==> src/rtl/pwm_cmp_pkg.sv <==
package pwm_cmp_pkg;
    parameter int CNT_W  = 16;
    parameter int PSC_W  = 3;
    parameter int FRQ_W  = 3;
    parameter int ADDR_W = 4;

    typedef logic signed [CNT_W-1:0] cval_t;

    typedef struct packed {
        cval_t start;
        cval_t mid;
        cval_t fin;
        cval_t a_on;
        cval_t a_off;
        cval_t b_on;
        cval_t b_off;
    } cmp_set_t;

    typedef enum logic [1:0] {
        RL_IMM  = 2'd0,
        RL_HALF = 2'd1,
        RL_FULL = 2'd2,
        RL_BOTH = 2'd3
    } rl_mode_t;

    localparam logic [ADDR_W-1:0] A_CTRL = ADDR_W'(7);
    localparam logic [ADDR_W-1:0] A_LDOK = ADDR_W'(8);

    localparam int C_PSC  = 0;
    localparam int C_MODE = 3;
    localparam int C_FRQ  = 5;
    localparam int C_COMP = 8;
    localparam int C_SRCB = 9;
    localparam int C_POLA = 10;
    localparam int C_POLB = 11;
    localparam int C_ENA  = 12;
    localparam int C_ENB  = 13;
    localparam int C_RUN  = 15;
endpackage

==> src/rtl/pwm_prescaler.sv <==
module pwm_prescaler #(
    parameter int PW = pwm_cmp_pkg::PSC_W
) (
    input  logic          clk,
    input  logic          rst_n,
    input  logic          run,
    input  logic [PW-1:0] k,
    output logic          tick
);
    localparam int DW = (1 << PW) - 1;

    typedef struct packed {
        logic [DW-1:0] div;
    } psc_st_t;

    psc_st_t st_q, st_d;
    logic [DW:0] lim;

    always_comb begin
        st_d = st_q;
        lim  = ((DW+1)'(1) << k) - (DW+1)'(1);
        tick = run && ({1'b0, st_q.div} >= lim);
        if (!run || tick) begin
            st_d.div = '0;
        end else begin
            st_d.div = st_q.div + 1'b1;
        end
    end

    always_ff @(posedge clk or negedge rst_n) begin
        if (!rst_n) begin
            st_q <= '0;
        end else begin
            st_q <= st_d;
        end
    end
endmodule

==> src/rtl/pwm_shadow.sv <==
module pwm_shadow
    import pwm_cmp_pkg::*;
#(
    parameter int AW = ADDR_W,
    parameter int FW = FRQ_W
) (
    input  logic             clk,
    input  logic             rst_n,
    input  logic             wr_en,
    input  logic [AW-1:0]    wr_addr,
    input  cval_t            wr_data,
    input  logic             half_opp,
    input  logic             full_opp,
    input  rl_mode_t         mode,
    input  logic [FW-1:0]    every,
    output cmp_set_t         act,
    output cmp_set_t         act_nxt,
    output cmp_set_t         shd,
    output logic             ldok
);
    typedef struct packed {
        cmp_set_t      shd;
        cmp_set_t      act;
        logic          ldok;
        logic [FW-1:0] opp;
    } shd_st_t;

    shd_st_t st_q, st_d;
    logic    opp_hit;
    logic    reload;

    always_comb begin
        st_d    = st_q;
        opp_hit = (mode[0] & half_opp) | (mode[1] & full_opp);
        reload  = st_q.ldok && ((mode == RL_IMM) || (opp_hit && (st_q.opp == every)));

        if (reload) begin
            st_d.act  = st_q.shd;
            st_d.ldok = 1'b0;
            st_d.opp  = '0;
        end else if (st_q.ldok && opp_hit) begin
            st_d.opp = st_q.opp + 1'b1;
        end

        if (wr_en && !st_q.ldok) begin
            case (wr_addr)
                AW'(0):  st_d.shd.start = wr_data;
                AW'(1):  st_d.shd.mid   = wr_data;
                AW'(2):  st_d.shd.fin   = wr_data;
                AW'(3):  st_d.shd.a_on  = wr_data;
                AW'(4):  st_d.shd.a_off = wr_data;
                AW'(5):  st_d.shd.b_on  = wr_data;
                AW'(6):  st_d.shd.b_off = wr_data;
                default: ;
            endcase
        end

        if (wr_en && (wr_addr == A_LDOK) && wr_data[0]) begin
            st_d.ldok = 1'b1;
            st_d.opp  = '0;
        end
    end

    always_ff @(posedge clk or negedge rst_n) begin
        if (!rst_n) begin
            st_q <= '0;
        end else begin
            st_q <= st_d;
        end
    end

    assign act     = st_q.act;
    assign act_nxt = st_d.act;
    assign shd     = st_q.shd;
    assign ldok    = st_q.ldok;
endmodule

==> src/rtl/pwm_timebase.sv <==
module pwm_timebase
    import pwm_cmp_pkg::*;
#(
    parameter int NCH = 2
) (
    input  logic     clk,
    input  logic     rst_n,
    input  logic     run,
    input  logic     tick,
    input  cmp_set_t act,
    input  cmp_set_t act_nxt,
    output cval_t    cnt,
    output logic     raw_a,
    output logic     raw_b,
    output logic     half_opp,
    output logic     full_opp
);
    typedef struct packed {
        cval_t          cnt;
        logic [NCH-1:0] raw;
    } tb_st_t;

    tb_st_t st_q, st_d;
    cval_t  on_v  [NCH];
    cval_t  off_v [NCH];

    always_comb begin
        on_v[0]  = act.a_on;
        off_v[0] = act.a_off;
        on_v[1]  = act.b_on;
        off_v[1] = act.b_off;
    end

    always_comb begin
        st_d     = st_q;
        half_opp = run && tick && (st_q.cnt == act.mid);
        full_opp = run && tick && (st_q.cnt == act.fin);
        if (!run) begin
            st_d.cnt = act_nxt.start;
            st_d.raw = '0;
        end else begin
            if (tick) begin
                if (st_q.cnt == act.fin) begin
                    st_d.cnt = act_nxt.start;
                end else begin
                    st_d.cnt = st_q.cnt + cval_t'(1);
                end
            end
            for (int ch = 0; ch < NCH; ch++) begin
                if (st_q.cnt == off_v[ch]) begin
                    st_d.raw[ch] = 1'b0;
                end else if (st_q.cnt == on_v[ch]) begin
                    st_d.raw[ch] = 1'b1;
                end
            end
        end
    end

    always_ff @(posedge clk or negedge rst_n) begin
        if (!rst_n) begin
            st_q <= '0;
        end else begin
            st_q <= st_d;
        end
    end

    assign cnt   = st_q.cnt;
    assign raw_a = st_q.raw[0];
    assign raw_b = st_q.raw[1];
endmodule

==> src/rtl/pwm_cmp_gen.sv <==
module pwm_cmp_gen
    import pwm_cmp_pkg::*;
(
    input  logic              clk,
    input  logic              rst_n,
    input  logic              wr_en,
    input  logic [ADDR_W-1:0] wr_addr,
    input  logic [CNT_W-1:0]  wr_data,
    output logic              pwm_a,
    output logic              pwm_b
);
    typedef struct packed {
        logic [CNT_W-1:0] ctrl;
    } top_st_t;

    top_st_t          st_q, st_d;
    logic             run, tick, comp, src_b, pol_a, pol_b, en_a, en_b;
    logic [PSC_W-1:0] psc;
    logic [FRQ_W-1:0] every;
    rl_mode_t         mode;
    cmp_set_t         act, act_nxt, shd;
    logic             ldok;
    cval_t            cnt;
    logic             raw_a, raw_b, half_opp, full_opp;
    logic             lvl_a, lvl_b;

    always_comb begin
        st_d = st_q;
        if (wr_en && (wr_addr == A_CTRL)) begin
            st_d.ctrl = wr_data;
        end
    end

    always_ff @(posedge clk or negedge rst_n) begin
        if (!rst_n) begin
            st_q <= '0;
        end else begin
            st_q <= st_d;
        end
    end

    assign psc   = st_q.ctrl[C_PSC +: PSC_W];
    assign mode  = rl_mode_t'(st_q.ctrl[C_MODE +: 2]);
    assign every = st_q.ctrl[C_FRQ +: FRQ_W];
    assign comp  = st_q.ctrl[C_COMP];
    assign src_b = st_q.ctrl[C_SRCB];
    assign pol_a = st_q.ctrl[C_POLA];
    assign pol_b = st_q.ctrl[C_POLB];
    assign en_a  = st_q.ctrl[C_ENA];
    assign en_b  = st_q.ctrl[C_ENB];
    assign run   = st_q.ctrl[C_RUN];

    pwm_prescaler #(.PW(PSC_W)) u_psc (
        .clk   (clk),
        .rst_n (rst_n),
        .run   (run),
        .k     (psc),
        .tick  (tick)
    );

    pwm_shadow #(.AW(ADDR_W), .FW(FRQ_W)) u_shd (
        .clk      (clk),
        .rst_n    (rst_n),
        .wr_en    (wr_en),
        .wr_addr  (wr_addr),
        .wr_data  (cval_t'(wr_data)),
        .half_opp (half_opp),
        .full_opp (full_opp),
        .mode     (mode),
        .every    (every),
        .act      (act),
        .act_nxt  (act_nxt),
        .shd      (shd),
        .ldok     (ldok)
    );

    pwm_timebase #(.NCH(2)) u_tb (
        .clk      (clk),
        .rst_n    (rst_n),
        .run      (run),
        .tick     (tick),
        .act      (act),
        .act_nxt  (act_nxt),
        .cnt      (cnt),
        .raw_a    (raw_a),
        .raw_b    (raw_b),
        .half_opp (half_opp),
        .full_opp (full_opp)
    );

    // Pair routing, then per-pin polarity and enable.
    always_comb begin
        lvl_a = raw_a;
        lvl_b = raw_b;
        if (comp) begin
            if (src_b) begin
                lvl_a = ~raw_b;
            end else begin
                lvl_b = ~raw_a;
            end
        end
        pwm_a = en_a & (lvl_a ^ pol_a);
        pwm_b = en_b & (lvl_b ^ pol_b);
    end
endmodule

==> config.mk <==
export PLATFORM = sky130hd
export DESIGN_NAME = pwm_cmp_gen
export DESIGN_NICKNAME = d
export VERILOG_FILES = /design/src/rtl/pwm_cmp_pkg.sv /design/src/rtl/pwm_prescaler.sv /design/src/rtl/pwm_shadow.sv /design/src/rtl/pwm_timebase.sv /design/src/rtl/pwm_cmp_gen.sv
export SDC_FILE = /design/constraint.sdc
export NUM_CORES = 1
export LEC_CHECK = 0
export BUFFER_PORTS_ARGS = -buffer_cell sky130_fd_sc_hd__clkbuf_2
export CAP_MARGIN = 40
export CORE_UTILIZATION = 59
export CTS_BUF_LIST = sky130_fd_sc_hd__clkbuf_4 sky130_fd_sc_hd__clkbuf_8
export CTS_CLUSTER_SIZE = 16
export DETAILED_ROUTE_END_ITERATION = 12
export GPL_ROUTABILITY_DRIVEN = 0
export PLACE_DENSITY = 0.87
export SLEW_MARGIN = 30
export SYNTH_ARGS = -nofsm -noshare
export SYNTH_HDL_FRONTEND = slang
export SYNTH_SLANG_ARGS = --single-unit
==> constraint.sdc <==
create_clock -name clk -period 2.96 [get_ports clk]
set_input_delay 0.296 -clock clk [delete_from_list [all_inputs] [get_ports clk]]
set_output_delay 0.296 -clock clk [all_outputs]
set_load 0.01 [all_outputs]
**Word-level counts from Yosys, hierarchy flattened**

Index checks and enable logic that the tools add are counted.

- Add/subtract/negate cells: 4
- Order comparisons: 1
- Equality and inequality tests: 18
- Shifts and indexed selects: 1
- Mux-type cells: 16
- Bitwise gates (word level): 9
- Reduce and logical (&&, ||, !) cells: 26

Operators by type and width:

| cell | number |
|---|---|
| 2-to-1 mux 113 bit | 1 |
| == test 16 bit | 6 |
| 2-to-1 mux 16 bit | 2 |
| 2-to-1 mux 18 bit | 1 |
| adder 16 x 2 -> 16 bit, second input constant | 1 |
| == test 4 x 3 -> 1 bit, second input constant | 4 |
| AND reduction 2 bit | 7 |
| logical AND 1 bit | 11 |
| == test 4 x 2 -> 1 bit, second input constant | 2 |
| greater-or-equal comparator 7 x 8 -> 1 bit | 1 |
| 2-to-1 mux 1 bit | 8 |
| << shifter 1 x 3 -> 8 bit, first input constant | 1 |
| subtractor 8 x 2 -> 8 bit, second input constant | 1 |
| adder 7 x 1 -> 7 bit, second input constant | 1 |
| 2-to-1 mux 7 bit | 1 |
| 2-to-1 mux 3 bit | 2 |
| inequality test 3 x 1 -> 1 bit, second input constant | 2 |
| bitwise AND 1 bit | 4 |
| == test 4 x 1 -> 1 bit, second input constant | 1 |
| == test 4 bit, second input constant | 1 |
| zero test 4 bit | 1 |
| 2-to-1 mux 4 bit | 1 |
| adder 3 x 1 -> 3 bit, second input constant | 1 |
| == test 3 bit | 1 |
| 9 further kinds | 13 |

- Register bits: 269
- Input port bits: 23
- Output and inout bits: 2
- Word-level logic and storage cells: 96

**Logic depth before layout (Yosys ltp)**

Gate-level depths: netlist (run 1).

- Depth after elaboration: 15
- Gate-level depth with buffers: 12
- Gate-level depth less buffers: 10

**Modules after synthesis**

A second synthesis (run 1) with hierarchy kept.

- Cells, all modules: 1,210
- Area total of the unflattened synthesis: 15,049.4 um2

By module, submodules not included:

| module | times used | cells each | area an instance (um2) | sequential area each (um2) |
|---|---|---|---|---|
| pwm_shadow | 1 | 845 | 11,564.8 | 5,705.5 |
| pwm_timebase | 1 | 268 | 2,273.4 | 450.4 |
| pwm_cmp_gen | 1 | 44 | 698.2 | 375.4 |
| pwm_prescaler | 1 | 53 | 513.0 | 175.2 |

**Worst setup path after synthesis (run 1)**

OpenSTA, ideal clock, no wires.

- Kind: register to register
- From: register st_q[1] (netlist bit)
- To: register u_tb.st_q, in the netlist u_tb.cnt[10]
- Library setup time: 126 ps
- Arrival time: 2,891 ps
- Required time: 2,834 ps
- Slack: -57 ps
- Cell stages (with the launch flop): 12
- Buffers on the path: 1
- Period minus slack after synthesis: 3,017 ps
- Path through: dfrtp_1 -> or3_1 -> ha_1 -> nand2b_1 -> a21oi_1 -> o21ai_0 -> a221oi_1 -> nor4_2 -> nor2_2 -> buf_6 -> mux2_4 -> a221o_1

RTL lines:

| what | line | RTL |
|---|---|---|
| start, declared | pwm_cmp_gen.sv:16 | `top_st_t st_q, st_d;` |
| start signal, assigned | pwm_cmp_gen.sv:38 | `st_q <= st_d;` |
| end signal, assigned | pwm_timebase.sv:63 | `st_q <= st_d;` |
| end, declared | pwm_timebase.sv:23 | `tb_st_t st_q, st_d;` |

==> qor.csv, run 1 <==
stage;metric;value;unit
cells_and_area;stdcell_count;1244;
floorplanning;core-area;19600;um^2
timing;setup_viol;18;
clocking;clock_path_buffers;3;
critical_path;path_depth;12;
synthesis;synthCells;857;
critical_path;reg2reg_from;st_q[0]$_DFFE_PN0P_;
pwr;power_density;1030;nW/um^2
routing;drc;0;
clocking;cts_tree;done;
critical_path;end_kind;flop;
placement;portBuffers;24;
flow_run;drv_cap;0;
cells_and_area;finalInstanceArea;13800;um^2
hold_path;hold_path_class;in -> reg;
critical_path;reg2reg_slack;-0.07;ns
floorplanning;fp.dieW;144;um
critical_path;reg2reg_depth;12;
synthesis;synth-seq-area-share;0.564;
grt;overflow;0;
pwr;power.share.combinational;0.336;
routing;viasPerCell;6.02;
synthesis;synth_edf_count;0;
timing;worstMarginPinSlew;0.864;ns
pwr;power.internal;9.56;mW
synthesis;synth_fp_nets;890;
synthesis;synth-seq-cells;268;
pwr;p_sw_frac;0.328;
floorplanning;ios;25;
synthesis;syn-cell-area;11900;um^2
cells_and_area;nets;982;
routing;first_iter_violations;565;
timing;fin_skew;0.0174;ns
placement;dp.cells;1153;
cells_and_area;antenna_cells;0;
status;violations;negative setup slack;
routing;routed_wl;28.8;mm
synthesis;synthFlopType;dfrtp_1;
synthesis;ys_warn_count;0;
critical_path;critical_path.max_fanout;7;
routing;post_drt_wl_per_cell;23.2;um
pwr;ir_drop;0.520;mV
critical_path;cp.required;3.40;ns
critical_path;worstSetupStartpoint;st_q[0]$_DFFE_PN0P_;
grt;grtUsageTotal;0.292;
critical_path;path_delay_family;compound AO/OA/AOI/OAI gates;
timing;timing.final.crit_share;1.02;
routing;vias;7489;
critical_path;worstSetupPathType;reg -> reg;
floorplanning;start_util;0.607;
floorplanning;fp.dieH;144;um
clocking;clkSlewWorstSetupHoldPaths;0.06;ns
cells_and_area;final_common_cell;dfrtp_1;
grt;antenna_found_initial;0;
cells_and_area;post-route-util;0.702;
clocking;root_buffer;clkbuf_8;
grt;grt_max_degree;89;
clocking;clk_latency;0.57;ns
timing;slew_headroom;0.418;
synthesis;async_flop_share;1.00;
critical_path;worstPathArrival;3.47;ns
timing;fmax;0.330;GHz
grt;grt_pass1_vias;7885;
placement;dpl_worst_slack;-0.0691;ns
critical_path;crit_chain;or3_1 -> ha_1 -> nand2b_4 -> a21oi_4 -> o21ai_2 -> a221oi_2 -> nor4_2 -> nor2_4 -> buf_12 -> buf_8 -> mux2_4 -> a221o_1;
clocking;cts_sinks;268;
timing;hold_viol;0;
timing;fin_hold_ws;0.0821;ns
synthesis;synth_area_per_cell;13.9;um^2
placement;hpwlAfterDp;18.5;mm
clocking;cts_buffers;42;
pwr;cellLeakagePower;6.36;nW
status;status;finished with violations;
timing;rsz0062_at_grt;yes;
critical_path;endpoint;u_tb.cnt[12]$_DFFE_PN0N_;
cells_and_area;layout_common_cells;268 x dfrtp_1, 225 x mux2_2, 65 x xnor2_1;
critical_path;path_buf_inv;2;
critical_path;start_kind;flop;
timing;drv_slew;0;
cells_and_area;final_layout_size_suffix_gt1_frac;0.434;
cells_and_area;syn2layout_area_growth;15.7;%
critical_path;cp_slowest_cell;or3_1;
synthesis;ys_top_cells_by_area;dfrtp_1 56%, mux2_2 22%, xnor2_1 4.8%;
pwr;p_clk_frac;0.237;
floorplanning;rows;51;
clocking;h-tree-depth;2;
synthesis;yosys.cell_types.count;47;
floorplanning;dieArea;20700;um^2
timing;setup_ws;-0.0736;ns
routing;ant_nets;0;
placement;dpl_cell_area;12600;um^2
pwr;p_seq_frac;0.427;
critical_path;reg2reg_to;u_tb.cnt[12]$_DFFE_PN0N_;
grt;grt_pass1_wl;44.2;mm
routing;dr.pass1.iters;5;
timing;period_minus_slack;3.03;ns
critical_path;cp_slowest_stage_delay;0.39;ns
synthesis;yosysTopAreaCellShare;0.564;
pwr;p_sw;4.68;mW
synthesis;yosysTopAreaCell;dfrtp_1;
## sequential cells by signal, indices dropped and copies added (netlist names)
name and count:
u_psc.st_q 7, u_tb.raw_b 1, st_q 15, u_shd.act 112
u_shd.shd 112, u_shd.ldok 1, u_shd.st_q 3, u_tb.raw_a 1
u_tb.cnt 16
## power groups by stage
| stage | Combinational, mW | Sequential (mW) | Clock (mW) |
|---|---|---|---|
| after floorplan | 3.32 | 5.67 | 0 |
| after global placement | 4.21 | 5.99 | 0 |
| after detailed placement | 4.39 | 6.09 | 0 |
| after CTS | 4.61 | 6.06 | 3.40 |
| after global routing | 5.07 | 6.23 | 3.56 |
| final | 4.79 | 6.08 | 3.37 |
## cell usage after synthesis (5+ instances only)
master,n
a21oi_1,12
a21o_1,7
mux2_2,234
buf_4,12
nor4b_1,6
buf_2,13
o21ai_0,12
nor3_1,5
nand2_1,18
dfrtp_1,268
xnor2_1,65
and3_1,11
clkbuf_1,18
a221o_1,6
nor4_1,15
nor2_1,19
ha_1,10
nand3_1,14
nand4_1,16
xor2_1,40
## timing repair
item / in CTS / in global routing
cloned: 1 / 1
resized for setup: 13 / 17
buffers inserted: 10 / 4
pin swaps: 5 / 5
setup endpoints to repair: 35 / 96
hold buffers: 1 / 0
hold endpoints to repair: 65 / 0
## how the worst min path moves through the flow
stage               startpoint  cells after the start  slack, ns                   endpoint
finish              wr_addr[2]                      3       0.08     u_shd.ldok$_DFFE_PN0P_
global route        wr_addr[2]                      3       0.11     u_shd.ldok$_DFFE_PN0P_
CTS                 wr_addr[2]                      3       0.08     u_shd.ldok$_DFFE_PN0P_
floorplan                rst_n                      0     0.0004        st_q[0]$_DFFE_PN0P_
detailed placement       rst_n                      1       0.29  u_shd.shd[93]$_DFFE_PN0P_
global placement         rst_n                      1       0.28  u_shd.shd[93]$_DFFE_PN0P_
## cells by family after synthesis
family                     share of synthesized area
AOI/OAI and AO/OA                             0.0328
xor gates and xnor gates                      0.0814
buffers and inverters                         0.0241
adders and majority gates                     0.0105
and+or+nand+nor                               0.0610
DFF                                            0.564
muxes                                          0.226
## per-layer routing
layer	vias up	track usage	wire, um
li1	3221	-	-
met1	3919	0.378	11900
met2	275	0.476	14000
met3	74	0.0623	1910
met4	0	0.126	977
met5	-	0	0
## stage by stage
step	total power [mW]	TNS (ns)
after global placement	10.2	0
final	14.2	-0.400
after detailed placement	10.5	-0.886
after global routing	14.9	-3.38
after CTS	14.1	-0.124
after floorplan	9.00	0
## worst min-delay path, stage by stage
cell and delay [ns]:
clkbuf_2 0.10, nor3b_1 0.06, a21o_1 0.15
## area by class of cell
class	count	area [um^2]
clock inverters	7	71.3
inverters	4	15.0
well taps	265	332
fillers	1298	5830
clock buffers	67	853
multi-input cells	537	4970
repair buffers	96	811
flip-flops and latches	268	6710
Note: power is estimated with default switching activity, not from simulation.
==> inputs of run 2 (changes only) <==
PLACE_DENSITY = not set   (was 0.87)
PLACE_DENSITY_LB_ADDON = 0.05   (was not set)
==> run 2 against run 1 <==
  * The flow now finishes without violations
  * Via count down 3.9%
  * Utilization down 1.1 points
  * Final area is 1.6% lower
  * Count of clock-buffer cells in the layout is 7 lower
  * Sequential share of layout area increased by 0.80 points
  * Sequential power about the same
  * Critical endpoint is now u_tb.cnt[10]$_DFFE_PN0N_
==> qor.csv, run 2 (synthesis results as in run 1) <==
stage;metric;value;unit
status;status;completed;
floorplanning;rows;51;
clocking;cts_buffers;44;
critical_path;start_kind;flop;
floorplanning;fp.dieH;144;um
critical_path;end_kind;flop;
timing;setup_ws;0.0309;ns
grt;grt_pass1_vias;7721;
grt;grt_pass1_wl;44.3;mm
pwr;power.internal;9.32;mW
routing;vias;7196;
clocking;clkSlewWorstSetupHoldPaths;0.06;ns
timing;hold_viol;0;
grt;overflow;0;
floorplanning;start_util;0.607;
clocking;cts_tree;done;
floorplanning;fp.dieW;144;um
timing;fin_hold_ws;0.102;ns
timing;fin_skew;0.0168;ns
grt;gr-usage-met2;0.472;
placement;hpwlAfterDp;19.7;mm
floorplanning;dieArea;20700;um^2
pwr;p_clk_frac;0.230;
cells_and_area;stdcell_count;1221;
clocking;clock_path_buffers;3;
cells_and_area;layout_common_cells;268 x dfrtp_1, 233 x mux2_2, 64 x xnor2_1;
grt;grtUsageTotal;0.294;
routing;dr.pass1.iters;4;
clocking;h-tree-depth;2;
placement;portBuffers;24;
timing;setup_viol;0;
placement;dpl_worst_slack;-0.0480;ns
floorplanning;core-area;19600;um^2
cells_and_area;post-route-util;0.691;
timing;drv_slew;0;
critical_path;cp.required;3.38;ns
routing;drc;0;
placement;dp.cells;1150;
grt;busiest_layer;met2;
timing;timing.final.crit_share;0.990;
timing;worstMarginPinSlew;0.758;ns
hold_path;hold_path_class;in -> reg;
routing;first_iter_violations;445;
routing;viasPerCell;5.89;
routing;post_drt_wl_per_cell;23.3;um
critical_path;critical_path.max_fanout;7;
timing;slew_headroom;0.495;
grt;grt_max_degree;68;
flow_run;drv_cap;0;
grt;use_met1;0.391;
grt;antenna_found_initial;1;
pwr;power_density;1020;nW/um^2
critical_path;worstSetupPathType;reg -> reg;
floorplanning;ios;25;
clocking;cts_sinks;268;
cells_and_area;syn2layout_area_growth;13.8;%
cells_and_area;nets;971;
timing;period_minus_slack;2.93;ns
pwr;power.share.combinational;0.332;
clocking;root_buffer;clkbuf_8;
timing;rsz0062_at_grt;yes;
pwr;ir_drop;0.552;mV
clocking;clk_latency;0.55;ns
grt;gr-usage-met3;0.0523;
timing;fmax;0.341;GHz
pwr;p_sw;4.49;mW
routing;routed_wl;28.5;mm
cells_and_area;final_common_cell;dfrtp_1;
pwr;p_seq_frac;0.439;
cells_and_area;final_layout_size_suffix_gt1_frac;0.423;
pwr;cellLeakagePower;6.21;nW
routing;ant_nets;0;
critical_path;worstPathArrival;3.35;ns
pwr;p_sw_frac;0.325;
[run 2: changes by cell type in the layout (fill, tap and decap cells not counted), sizes merged]
cell	delta
diode	+1
clkbuf	-7
clkinvlp	-3
buf	-13
clkinv	-1
[run 2: what timing repair did]
action,in CTS,in global routing
endpoints found under the setup margin,27,85
buffers inserted,4,2
resized for setup,12,7
hold buffers,1,0
hold endpoints to repair,63,0
pin swaps,6,4
cloned,0,0
[run 2: path summary, 6_finish.rpt]
check,start,end,slack (ns),cells past startpoint
max,u_tb.cnt[1]$_DFFE_PN0N_,u_tb.cnt[10]$_DFFE_PN0N_,0.03,10
min reg2reg,u_shd.shd[58]$_DFFE_PN0P_,u_shd.act[58]$_DFFE_PN0P_,0.50,1
max in group asynchronous,rst_n,u_shd.shd[15]$_DFFE_PN0P_,1.84,3
min in group asynchronous,rst_n,u_psc.st_q[0]$_DFF_PN0_,0.31,2
max reg2reg,u_tb.cnt[1]$_DFFE_PN0N_,u_tb.cnt[10]$_DFFE_PN0N_,0.03,10
min,wr_addr[2],u_shd.ldok$_DFFE_PN0P_,0.10,3
[run 2: critical path, cell delays in order (launching register included)]
cell	delay [ns]
dfrtp_1	0.47
xnor2_1	0.21
nand4_1	0.21
nor4_4	0.41
a22oi_1	0.20
nor4_2	0.30
nor2_4	0.08
buf_12	0.15
buf_8	0.13
mux2_4	0.30
a221o_1	0.32
[run 2: layer usage]
layer / part of all wire / vias up
met4: 0.035 / 0
met1: 0.43 / 3778
li1: - / 3184
met3: 0.048 / 57
met2: 0.49 / 177
met5: 0 / -
[run 2: area by class of cell]
class                           count  area [um^2]
Sequential cell                   268         6710
Fill cell                        1414         6050
Multi-Input combinational cell    537         4950
Clock buffer                       60          801
Timing Repair Buffer               83          689
Tap cell                          265          332
Clock inverter                      3         43.8
Inverter                            4         15.0
Antenna cell                        1         2.50
[run 2: per-stage QoR]
step	TNS, ns	area [um^2]	total power, mW
CTS	-0.0133	13500	13.9
finish	0	13500	13.8
floorplan	0	11900	9.00
global placement	0	12600	10.3
global route	-0.122	13500	14.5
detailed placement	-0.0856	12600	10.6
[run 2: power groups by stage]
stage / clock [mW] / combinational, mW / sequential [mW]
after global placement: 0 / 4.32 / 6.03
final: 3.17 / 4.58 / 6.06
after detailed placement: 0 / 4.45 / 6.11
after floorplan: 0 / 3.32 / 5.67
after global routing: 3.40 / 4.89 / 6.21
after CTS: 3.24 / 4.55 / 6.06
==> inputs of run 3 (changes only) <==
SETUP_SLACK_MARGIN = 0.1   (was not set)
SLEW_MARGIN = 20   (was 30)
SYNTH_HIERARCHICAL = 1   (was not set)
==> run 3 against run 2 <==
  * The run now ends with negative setup slack left
  * Count of clock-buffer cells in the layout increased by 15
  * Flip-flop and latch count unchanged
  * Critical path depth increased by 7
  * Global-route usage decreased by 2.5 points
  * Sequential power decreased by 8.7%
  * Worst hold slack improved by 0.032 ns
  * Total power decreased by 4.8%
  * Clock skew increased by 0.018 ns
  * Routed wire length increased by 6.8%
  * Die area increased by 12%
  * First-iteration DRC count decreased by 17%
  * Highest routed layer unchanged
==> qor.csv, run 3 <==
stage;metric;value;unit
critical_path;crit_chain;buf_6 -> nor2_2 -> ha_1 -> buf_4 -> and3_4 -> o21ai_4 -> a31oi_4 -> o21a_1 -> nand2_2 -> nor3_4 -> a22o_4 -> a41oi_2 -> nand2b_4 -> buf_12 -> mux2_4 -> o221ai_2 -> a31oi_1;
critical_path;worstSetupPathType;reg -> reg;
floorplanning;fp.dieH;153;um
clocking;clock_path_buffers;3;
pwr;p_total;13.2;mW
cells_and_area;syn2layout_area_growth;9.72;%
clocking;cts_sinks;268;
timing;fin_setup_tns;-38.13;ns
floorplanning;rows;54;
floorplanning;dieArea;23300;um^2
timing;timing.final.crit_share;1.14;
cells_and_area;nFillCells;1583;
grt;grt_max_degree;91;
routing;drc;0;
critical_path;path_delay_family;compound AO/OA/AOI/OAI gates;
timing;fin_hold_ws;0.134;ns
grt;grt_pass1_wl;47.3;mm
hold_path;hp-start;wr_en;
hold_path;hold_path_class;in -> reg;
grt;grt_pass1_vias;8037;
floorplanning;start_util;0.607;
clocking;clk_latency;0.55;ns
cells_and_area;antenna_cells;0;
synthesis;ys_warn_count;6;
critical_path;worstPathArrival;3.77;ns
timing;drv_slew;0;
clocking;h-tree-depth;2;
synthesis;synthCells;986;
critical_path;critical_path.max_fanout;8;
critical_path;worstSetupStartpoint;st_q[1]$_DFFE_PN0P_;
routing;ant_nets;0;
timing;setup_ws;-0.414;ns
clocking;root_buffer;clkbuf_8;
cells_and_area;multi_input_area;5610;um^2
routing;viasPerCell;5.83;
cells_and_area;final_layout_size_suffix_gt1_frac;0.461;
clocking;clkSlewWorstSetupHoldPaths;0.06;ns
routing;first_iter_violations;369;
timing;fin_skew;0.0345;ns
clocking;cts_tree;done;
timing;hold_viol;0;
timing;worstMarginPinSlew;0.865;ns
floorplanning;fp.dieW;153;um
critical_path;cp_slowest_stage_delay;0.39;ns
status;status;finished with violations;
status;violations;negative setup slack;
placement;portBuffers;24;
cells_and_area;layout_common_cells;268 x dfrtp_1, 133 x mux2_2, 107 x mux2_4;
critical_path;cp.required;3.35;ns
critical_path;start_kind;flop;
synthesis;synth_fp_nets;1019;
clocking;cts_buffers;45;
cells_and_area;finalInstanceArea;14700;um^2
critical_path;end_kind;flop;
grt;antenna_found_initial;0;
placement;dpl_worst_slack;-0.490;ns
pwr;power_density;897;nW/um^2
timing;slew_headroom;0.418;
routing;routed_wl;30.4;mm
routing;post_drt_wl_per_cell;23.6;um
timing;fmax;0.296;GHz
timing;rsz0062_at_grt;yes;
critical_path;cp_slowest_cell;dfrtp_1;
pwr;cellLeakagePower;7.19;nW
floorplanning;core-area;22000;um^2
grt;overflow;0;
critical_path;reg2reg_from;st_q[1]$_DFFE_PN0P_;
placement;dpl_cell_area;13100;um^2
routing;dr.pass1.iters;4;
cells_and_area;seq_area;6710;um^2
grt;grtUsageTotal;0.269;
synthesis;synth_area_per_cell;13.6;um^2
timing;setup_viol;128;
placement;hpwlAfterDp;20.0;mm
routing;vias;7511;
flow_run;drv_cap;0;
floorplanning;ios;25;
cells_and_area;final_common_cell;dfrtp_1;
timing;period_minus_slack;3.37;ns
cells_and_area;nets;1013;
critical_path;path_buf_inv;3;
synthesis;syn-cell-area;13400;um^2
pwr;ir_drop;0.453;mV
-- run 3: tightest hold or removal path, stage by stage --
cell and delay, ns:
clkbuf_2 0.13, nand4_1 0.15, nand2_1 0.07
-- run 3: timing repair --
item,in CTS,in global routing
buffers inserted,11,12
cloned,2,4
pin swaps,2,13
endpoints found under the hold margin,86,0
gates resized for setup,33,40
hold buffers,1,0
setup endpoints to repair,131,132
-- run 3: where the power goes --
| group | total [mW] | internal [mW] | leakage, nW | switching [mW] |
|---|---|---|---|---|
| logic | 4.20 | 2.21 | 3.25 | 1.98 |
| registers | 5.53 | 4.72 | 3.44 | 0.809 |
| clock network | 3.43 | 1.99 | 0.503 | 1.44 |
| total | 13.2 | 8.92 | 7.19 | 4.23 |
-- run 3: final timing paths --
| path | cells after the start | slack (ns) | end |
|---|---|---|---|
| setup / recovery | 17 | -0.41 | u_tb/cnt[10]$_DFFE_PN0P_ |
| hold reg to reg | 1 | 0.49 | u_shd/act[37]$_DFF_PN0_ |
| setup reg to reg | 17 | -0.41 | u_tb/cnt[10]$_DFFE_PN0P_ |
| min in group asynchronous | 2 | 0.37 | st_q[2]$_DFFE_PN0P_ |
| max in group asynchronous | 3 | 1.82 | u_shd/shd[5]$_DFFE_PN0P_ |
| hold / removal | 3 | 0.13 | u_shd/ldok$_DFFE_PN0P_ |
-- run 3: area by class of cell --
| cell class | count | area share |
|---|---|---|
| Inverter | 5 | 0.00128 |
| Clock inverter | 1 | 0.000512 |
| Clock buffer | 75 | 0.0644 |
| Tap cell | 280 | 0.0239 |
| Timing Repair Buffer | 103 | 0.0705 |
| Multi-Input combinational cell | 557 | 0.382 |
| Sequential cell | 268 | 0.457 |
-- run 3: layer usage --
metal / wire length (um) / global-route usage / vias to the layer above / share of wire
li1: - / - / 3335 / -
met1: 13600 / 0.363 / 3929 / 0.45
met2: 14500 / 0.439 / 179 / 0.48
met3: 1380 / 0.0484 / 68 / 0.045
met4: 890 / 0.0972 / 0 / 0.029
met5: 0 / 0 / - / 0
-- run 3: through the flow --
| step | util | cells |
|---|---|---|
| 2_1_floorplan | - | 986 |
| 3_3_place_gp | 0.596 | 1187 |
| 3_5_place_dp | 0.596 | 1187 |
| 4_1_cts | 0.652 | 1277 |
| 5_1_grt | 0.666 | 1289 |
| 6_report | 0.666 | 1289 |
